File: src/rtl/cfg_regs_pkg.sv
package cfg_regs_pkg;

  typedef struct packed {
    logic       sync_sel;
    logic [1:0] par_code;
    logic       stop_two;
    logic [1:0] size_lo;
    logic       pol;
  } frame_t;

  localparam frame_t FRAME_RST = '{sync_sel: 1'b0, par_code: 2'b00,
                                   stop_two: 1'b0, size_lo: 2'b11, pol: 1'b0};

  function automatic logic [3:0] size_to_bits(input logic [2:0] code);
    case (code)
      3'b000:  size_to_bits = 4'd5;
      3'b001:  size_to_bits = 4'd6;
      3'b010:  size_to_bits = 4'd7;
      3'b111:  size_to_bits = 4'd9;
      default: size_to_bits = 4'd8;
    endcase
  endfunction

endpackage

File: src/rtl/cfg_reg_bank.sv
module cfg_reg_bank
  import cfg_regs_pkg::*;
#(
  parameter int ADDR_W = 2,
  parameter int DIV_W = 12,
  parameter int SEL_BIT = 7,
  parameter int CTRL_SZ_BIT = 2,
  parameter logic [ADDR_W-1:0] ADDR_DIVLO = 2'd0,
  parameter logic [ADDR_W-1:0] ADDR_CTRL = 2'd1,
  parameter logic [ADDR_W-1:0] ADDR_SHARED = 2'd2
) (
  input  logic              clk,
  input  logic              rst,
  input  logic              wr_en,
  input  logic [ADDR_W-1:0] addr,
  input  logic [7:0]        wdata,
  output logic [DIV_W-1:0]  div_q,
  output frame_t            frame_q,
  output logic              sz_hi_q
);
  localparam int HI_W = DIV_W - 8;

  logic wr_shared;
  assign wr_shared = wr_en && (addr == ADDR_SHARED);

  always_ff @(posedge clk) begin
    if (rst) begin
      div_q   <= '0;
      frame_q <= FRAME_RST;
      sz_hi_q <= 1'b0;
    end else if (wr_en) begin
      if (addr == ADDR_DIVLO) div_q[7:0] <= wdata;
      if (addr == ADDR_CTRL)  sz_hi_q <= wdata[CTRL_SZ_BIT];
      if (wr_shared) begin
        if (wdata[SEL_BIT]) frame_q <= frame_t'(wdata[6:0]);
        else                div_q[DIV_W-1:8] <= wdata[HI_W-1:0];
      end
    end
  end

  assert_div_kept_R2: assert property (@(posedge clk) disable iff (rst)
    (wr_shared && wdata[SEL_BIT]) |=> $stable(div_q));
  assert_frame_kept_R3: assert property (@(posedge clk) disable iff (rst)
    (wr_shared && !wdata[SEL_BIT]) |=> $stable(frame_q));

endmodule

File: src/rtl/cfg_read_mux.sv
module cfg_read_mux
  import cfg_regs_pkg::*;
#(
  parameter int ADDR_W = 2,
  parameter int DIV_W = 12,
  parameter int CTRL_SZ_BIT = 2,
  parameter logic [ADDR_W-1:0] ADDR_DIVLO = 2'd0,
  parameter logic [ADDR_W-1:0] ADDR_CTRL = 2'd1,
  parameter logic [ADDR_W-1:0] ADDR_SHARED = 2'd2
) (
  input  logic              clk,
  input  logic              rst,
  input  logic              rd_en,
  input  logic              wr_en,
  input  logic [ADDR_W-1:0] addr,
  input  logic [DIV_W-1:0]  div_q,
  input  frame_t            frame_q,
  input  logic              sz_hi_q,
  output logic [7:0]        rdata
);
  localparam int HI_W = DIV_W - 8;

  logic       rd_shared;
  logic       run_open;
  logic [7:0] ctrl_view;
  logic [7:0] rd_next;

  assign rd_shared = rd_en && !wr_en && (addr == ADDR_SHARED);

  always_comb begin
    ctrl_view = '0;
    ctrl_view[CTRL_SZ_BIT] = sz_hi_q;
  end

  always_comb begin
    rd_next = '0;
    if (rd_shared) begin
      if (run_open) rd_next = {1'b1, frame_q};
      else          rd_next = {{(8-HI_W){1'b0}}, div_q[DIV_W-1:8]};
    end else if (rd_en && addr == ADDR_DIVLO) begin
      rd_next = div_q[7:0];
    end else if (rd_en && addr == ADDR_CTRL) begin
      rd_next = ctrl_view;
    end
  end

  always_ff @(posedge clk) begin
    if (rst) begin
      run_open <= 1'b0;
      rdata    <= '0;
    end else begin
      run_open <= rd_shared && !run_open;
      if (rd_en) rdata <= rd_next;
    end
  end

  assert_hi_read_R5: assert property (@(posedge clk) disable iff (rst)
    (rd_shared && !run_open) |=>
      (rdata == {{(8-HI_W){1'b0}}, $past(div_q[DIV_W-1:8])}));
  assert_frame_read_R6: assert property (@(posedge clk) disable iff (rst)
    (rd_shared && run_open) |=> rdata[7]);

endmodule

File: src/rtl/cfg_field_decode.sv
module cfg_field_decode
  import cfg_regs_pkg::*;
#(
  parameter int DIV_W = 12
) (
  input  logic             clk,
  input  logic             rst,
  input  logic [DIV_W-1:0] div_q,
  input  frame_t           frame_q,
  input  logic             sz_hi_q,
  output logic [DIV_W-1:0] baud_div,
  output logic             sync_mode,
  output logic [1:0]       parity_mode,
  output logic             two_stop,
  output logic [3:0]       data_bits,
  output logic             clk_pol
);
  always_ff @(posedge clk) begin
    if (rst) begin
      baud_div    <= '0;
      sync_mode   <= FRAME_RST.sync_sel;
      parity_mode <= FRAME_RST.par_code;
      two_stop    <= FRAME_RST.stop_two;
      data_bits   <= size_to_bits({1'b0, FRAME_RST.size_lo});
      clk_pol     <= FRAME_RST.pol;
    end else begin
      baud_div    <= div_q;
      sync_mode   <= frame_q.sync_sel;
      parity_mode <= frame_q.par_code;
      two_stop    <= frame_q.stop_two;
      data_bits   <= size_to_bits({sz_hi_q, frame_q.size_lo});
      clk_pol     <= frame_q.pol;
    end
  end

  assert_size_range_R9: assert property (@(posedge clk) disable iff (rst)
    (data_bits >= 4'd5) && (data_bits <= 4'd9));
  assert_ninebit_R9: assert property (@(posedge clk) disable iff (rst)
    (sz_hi_q && frame_q.size_lo == 2'b11) |=> (data_bits == 4'd9));

endmodule

File: src/rtl/shared_addr_cfg_regs.sv
module shared_addr_cfg_regs
  import cfg_regs_pkg::*;
#(
  parameter int ADDR_W = 2,
  parameter int DIV_W = 12,
  parameter int SEL_BIT = 7,
  parameter int CTRL_SZ_BIT = 2,
  parameter logic [ADDR_W-1:0] ADDR_DIVLO = 2'd0,
  parameter logic [ADDR_W-1:0] ADDR_CTRL = 2'd1,
  parameter logic [ADDR_W-1:0] ADDR_SHARED = 2'd2
) (
  input  logic              clk,
  input  logic              rst,
  input  logic [ADDR_W-1:0] bus_addr,
  input  logic              bus_wr_en,
  input  logic              bus_rd_en,
  input  logic [7:0]        bus_wdata,
  output logic [7:0]        bus_rdata,
  output logic [DIV_W-1:0]  baud_div,
  output logic              sync_mode,
  output logic [1:0]        parity_mode,
  output logic              two_stop,
  output logic [3:0]        data_bits,
  output logic              clk_pol
);
  logic [DIV_W-1:0] div_q;
  frame_t           frame_q;
  logic             sz_hi_q;

  cfg_reg_bank #(
    .ADDR_W(ADDR_W), .DIV_W(DIV_W), .SEL_BIT(SEL_BIT), .CTRL_SZ_BIT(CTRL_SZ_BIT),
    .ADDR_DIVLO(ADDR_DIVLO), .ADDR_CTRL(ADDR_CTRL), .ADDR_SHARED(ADDR_SHARED)
  ) u_bank (
    .clk(clk), .rst(rst), .wr_en(bus_wr_en), .addr(bus_addr), .wdata(bus_wdata),
    .div_q(div_q), .frame_q(frame_q), .sz_hi_q(sz_hi_q)
  );

  cfg_read_mux #(
    .ADDR_W(ADDR_W), .DIV_W(DIV_W), .CTRL_SZ_BIT(CTRL_SZ_BIT),
    .ADDR_DIVLO(ADDR_DIVLO), .ADDR_CTRL(ADDR_CTRL), .ADDR_SHARED(ADDR_SHARED)
  ) u_rd (
    .clk(clk), .rst(rst), .rd_en(bus_rd_en), .wr_en(bus_wr_en), .addr(bus_addr),
    .div_q(div_q), .frame_q(frame_q), .sz_hi_q(sz_hi_q), .rdata(bus_rdata)
  );

  cfg_field_decode #(.DIV_W(DIV_W)) u_dec (
    .clk(clk), .rst(rst), .div_q(div_q), .frame_q(frame_q), .sz_hi_q(sz_hi_q),
    .baud_div(baud_div), .sync_mode(sync_mode), .parity_mode(parity_mode),
    .two_stop(two_stop), .data_bits(data_bits), .clk_pol(clk_pol)
  );

endmodule

File: config.mk
export PLATFORM = sky130hd
export DESIGN_NAME = shared_addr_cfg_regs
export DESIGN_NICKNAME = d
export VERILOG_FILES = /design/src/rtl/cfg_regs_pkg.sv /design/src/rtl/cfg_reg_bank.sv /design/src/rtl/cfg_read_mux.sv /design/src/rtl/cfg_field_decode.sv /design/src/rtl/shared_addr_cfg_regs.sv
export SDC_FILE = /design/constraint.sdc
export NUM_CORES = 1
export LEC_CHECK = 0
export BUFFER_PORTS_ARGS = -buffer_cell sky130_fd_sc_hd__clkbuf_2
export CAP_MARGIN = 20
export CORE_MARGIN = 3
export CORE_UTILIZATION = 40
export DETAILED_ROUTE_END_ITERATION = 10
export RECOVER_POWER = 50
export SETUP_SLACK_MARGIN = 0.15
export SYNTH_ARGS = -nofsm -noshare
export SYNTH_HDL_FRONTEND = slang
export SYNTH_SLANG_ARGS = --single-unit
File: constraint.sdc
create_clock -name clk -period 1.8 [get_ports clk]
set_clock_uncertainty 0.15 [all_clocks]
set_input_delay 0.36 -clock clk [delete_from_list [all_inputs] [get_ports clk]]
set_output_delay 0.36 -clock clk [all_outputs]
set_load 0.005 [all_outputs]
# Word level (Yosys, flattened, before mapping)
# Cells that the tools add are included.
# totals
regBits	50
in_bits	14
# op_classes
eq_ne	5
mux	5
bitwise	1
n_reduce_logical	14
# op_table
operator	count
$mux 8	3
$pmux 4 s4	1
$logic_and 1x1->1	6
$reduce_and 3->1	2
$reduce_and 2->1	2
$eq 3x1->1 const B	1
$eq 3x2->1 const B	1
$eq 3x3->1 const B	1
$logic_not 3->1	1
$mux 3	1
$eq 2x1->1 const B	1
$eq 2x2->1 const B	1
$logic_not 1->1	2
$logic_not 2->1	1
$not 1->1	1

# Depth between registers and ports, before layout
# depth
word_depth	5
ltp_mapped	4
ltp_nobuf	3

# Hierarchy
# Synthesis repeated with hierarchy kept, for this count alone.
# hier_totals
cells_unflattened	175
hier_area_um2	1900.6
# modules_own_cells
mod	n_inst	cells_per_inst	area_each_um2	seq_area_each_um2
cfg_reg_bank	1	82	863.3	400.4
cfg_field_decode	1	47	585.6	420.4
cfg_read_mux	1	46	451.7	180.2

# Worst setup path before layout
# OpenSTA, ideal clock, no wires.
# synth_path
path_kind	register -> register
start	register u_rd.run_open
end	register u_rd.rdata[2]
t_arrival_ps	1113
slack_ps	414
path_stages_with_launch	5
n_path_buf	1
period_less_slack_ps	1386
cell_sequence	dfxtp_1 buf_2 mux2_1 a222oi_1 nor2_1
# synth_between
elab_chain_cells	2
# synth_lines
item	line	source
start, declared	cfg_read_mux.sv:24	logic run_open;
start signal, assigned	cfg_read_mux.sv:52	run_open <= rd_shared && !run_open;
$mux 8	cfg_read_mux.sv:38	if (run_open) rd_next = {1'b1, frame_q};
$mux 8	cfg_read_mux.sv:37	if (rd_shared) begin
end signal, assigned	cfg_read_mux.sv:53	if (rd_en) rdata <= rd_next;
end, declared	cfg_read_mux.sv:19	output logic [7:0] rdata
# Every way passes these cells.
# A chain may end at the register's enable or synchronous reset.

# Final worst setup path
# layout_path
start	register u_rd.run_open
end	register u_rd.rdata[0]
# Same word-level chain as after synthesis.

==> results.txt <==
The first global-routing pass estimated 5.86 mm of wire. The total placed instance area came out at 2030 µm². The number of buffers added on ports came out at 42. After synthesis, the cell types taking the most area are sky130_fd_sc_hd__dfxtp_1, sky130_fd_sc_hd__mux2i_1, sky130_fd_sc_hd__nor2_1, sky130_fd_sc_hd__nor2b_1, sky130_fd_sc_hd__a211oi_1. The maximum level of the CTS H-tree came out at 2.

The worst min-delay path startpoint is bus_wdata[4]. The tree is rooted in a sky130_fd_sc_hd__clkbuf_8. The sequential cell area came out at 1000 µm².

The full die area is 5180 µm². The synthesized area divided by synthesized cell count is 10.6 µm². For this block, the routed nets add up to 3.60 mm of wire. The share of the synthesized area in compound gates (AO/OA/AOI/OAI) is 0.0776. The number of global-route vias before repair is 1237. For this run, the number of Yosys warnings is 0.

At the pin with the least slew margin, the transition time is 0.656 ns. STA classifies the critical path startpoint as a register. The hold violation count in the final report was 0. The multi-input gate area in the final layout is 681 µm². The utilization of the core after routing came out at 0.516. The clock sink total is 50. The longest clock path from root to sink contains 2 buffers. The synthesized-area fraction occupied by and/or/nand/nor cells is 0.178.

The initial utilization of the core area, before any placement, comes to 0.426. The number of filler instances in the final layout is 367. The worst setup path category is reg -> reg. The required time reported for the critical path endpoint is 1.81 ns.

Hold is met by 0.163 ns. Counting the buffers created by CTS gives 5. The net count of the mapped netlist is 178. The final critical-path share of the clock period came out at 0.869. In the layout the commonest cells are sky130_fd_sc_hd__dfxtp_1, sky130_fd_sc_hd__clkbuf_2, sky130_fd_sc_hd__nor2_1, sky130_fd_sc_hd__nor2b_1, sky130_fd_sc_hd__mux2i_1. The top-level I/O count came out at 43. The setup total negative slack is 0 ns. The total overflow left after global routing is 0. The count of nets left with antenna violations after detail routing came out at 0.

After synthesis, the largest family of logic cells by area is simple AND/OR/NAND/NOR gates. The number of instances in the synthesized netlist is 164. The share of layout cells above drive strength 1 is 0.264.

The sequential-to-total area share from yosys stat is 0.575. The routability congestion estimate from global placement came out at 0.758. Before antenna repair, the detailed router went through 4 iterations. Across every metal layer, demand over resource in global routing totals 0.144.

Setup repair after global routing left no endpoint under its margin. The post-layout net count came out at 225. Along the worst path, the maximum fanout reaches 8. Of the post-synthesis cell area, the dominant cell type holds 0.575. Counting I/O delays and the setup requirement, the final critical path takes 1.56 ns. The total of hold buffers inserted after clock tree synthesis came out at 0. The clock-pin slew on the worst setup and hold paths is 0.09 ns. The number of non-filler instances in the completed layout came out at 262. For this run, design rule violations remaining after detail routing come to 0.

The worst setup path is captured at a register. The insertion delay to the later sink of the worst-skew pair is 0.30 ns. The per-cell via count in the routed design came out at 5.04. The launching element of the worst setup path is u_rd.run_open$_SDFF_PP0_. The worst hold path belongs to the class in -> reg.

After synthesis, the share of cell area in mux cells is 0.136. Summed over all instances, the cell type with the most area after synthesis is sky130_fd_sc_hd__dfxtp_1. The wire length per cell is 13.7 µm. The analysis attributes to cell leakage a power of 0.914 nW.

The die is 72.0 µm tall. The worst slew margin relative to its limit came out at 0.562. The number of synthesized register bits came out at 50. The via count came out at 1320. The die is 72.0 µm wide. The detailed router finished its first iteration with 62 violations. The final antenna diode count came out at 0.

The maximum number of pins on one net before global-route repair is 22. The synthesized netlist contains 25 unique library cells. The endpoint arrival time on the critical path is 1.58 ns. Timing would allow up to 639 MHz. Once the clock tree was built, the resizer swapped 0 gates to a different size. The summed instance area of the synthesized netlist came out at 1740 µm².

The number of failing setup endpoints in the final timing report is 0. The clock tree from TritonCTS is done. The total power per unit cell area is 925 nW/µm². The worst reg2reg path startpoint is u_rd.run_open$_SDFF_PP0_. The finished cells cover 2110 µm².

The placed wire-length estimate after detailed placement came out at 2.55 mm. The library cell used most frequently in the layout, excluding fill and tap cells, is sky130_fd_sc_hd__dfxtp_1. Of the total synthesized cell area, the portion taken by XOR and XNOR cells is 0. VDD sags by at most 0.000573 V. The post-placement cell count is 254. The flow ran to the end, and the final reports show no timing, DRC or antenna violations. Once the clock tree was built, the setup fixing pass inserted 0 buffers. The adder and majority gate portion of the synthesized area is 0. The final number of max-transition violations was 0. The area growth from synthesis to layout is 21.2%.

Across the run, the number of max-cap violations was 0. After floorplanning, the core was divided into 23 placement rows. The initial antenna violation count came out at 0.

The total area inside the core boundary comes to 4090 µm².
[cell type report]
class	count	share of cell area
clock buffers	6	0.0391
clock inverters	2	0.00593
inverters	2	0.00356
multi-input cells	101	0.323
flip-flops and latches	50	0.474
well taps	50	0.0297
repair buffers	51	0.125
[cell usage after synthesis]
master and number:
sky130_fd_sc_hd__buf_4 1, sky130_fd_sc_hd__inv_2 1, sky130_fd_sc_hd__nor2b_1 18, sky130_fd_sc_hd__mux2_1 4
sky130_fd_sc_hd__nor4bb_1 1, sky130_fd_sc_hd__nand3_1 1, sky130_fd_sc_hd__a32oi_1 3, sky130_fd_sc_hd__nand3b_1 1
sky130_fd_sc_hd__a22oi_1 3, sky130_fd_sc_hd__a221oi_1 1, sky130_fd_sc_hd__mux2i_1 18, sky130_fd_sc_hd__a222oi_1 1
sky130_fd_sc_hd__nor3_1 3, sky130_fd_sc_hd__nand4b_1 1, sky130_fd_sc_hd__inv_1 1, sky130_fd_sc_hd__dfxtp_1 50
sky130_fd_sc_hd__nor2_1 31, sky130_fd_sc_hd__and4bb_1 1, sky130_fd_sc_hd__buf_2 5, sky130_fd_sc_hd__or2_2 1
sky130_fd_sc_hd__clkbuf_1 5, sky130_fd_sc_hd__a211oi_1 7, sky130_fd_sc_hd__a21oi_1 3, sky130_fd_sc_hd__mux2_2 1
sky130_fd_sc_hd__nor3b_1 2
[final timing paths]
path	slack (ns)	cells past startpoint	to
hold / removal	0.16	3	u_bank.frame_q[4]$_SDFFE_PP0P_
setup / recovery	0.24	4	u_rd.rdata[0]$_SDFFE_PP0P_
setup reg to reg	0.24	4	u_rd.rdata[0]$_SDFFE_PP0P_
hold reg to reg	0.33	1	u_dec.baud_div[10]$_SDFF_PP0_
[worst max-delay path, stage by stage (launching register included)]
cell                       delay, ns
sky130_fd_sc_hd__dfxtp_1        0.55
sky130_fd_sc_hd__buf_4          0.19
sky130_fd_sc_hd__mux2_1         0.31
sky130_fd_sc_hd__a22oi_1        0.15
sky130_fd_sc_hd__a211oi_1       0.09
[layer usage]
layer / wire [µm] / up-vias / track usage
met5: 0 / - / 0
met4: 34 / 0 / 0.0501
met3: 209 / 4 / 0.0457
met2: 1680 / 32 / 0.236
met1: 1670 / 632 / 0.181
li1: - / 652 / -
[registers in the layout (all words and copies together) (netlist names)]
name               flops
u_bank.div_q          12
u_dec.baud_div        12
u_rd.rdata             8
u_bank.frame_q         7
u_dec.data_bits        4
u_dec.parity_mode      2
u_bank.sz_hi_q         1
u_dec.clk_pol          1
u_dec.sync_mode        1
u_dec.two_stop         1
u_rd.run_open          1
[through the flow]
stage | setup WS [ns] | power, mW
6_report | 0.236 | 1.95
5_1_grt | 0.162 | 2.03
4_1_cts | 0.262 | 1.98
3_5_place_dp | 0.148 | 1.31
3_3_place_gp | 0.215 | 1.31
2_1_floorplan | 0.414 | 1.25
[power by group]
group          switching, mW  internal [mW]
Combinational         0.0724         0.0592
Clock                  0.360          0.309
Sequential            0.0177           1.13
Total                  0.450           1.50
[cell families (layout without fill, tap and decap cells)]
kind of cell           Yosys count  after routing
DFF                             50             50
muxes                           23             23
and+or+nand+nor                 60             60
buffers and inverters           13             61
AOI/OAI and AO/OA               18             18
Note: power is estimated with default switching activity, not from simulation.
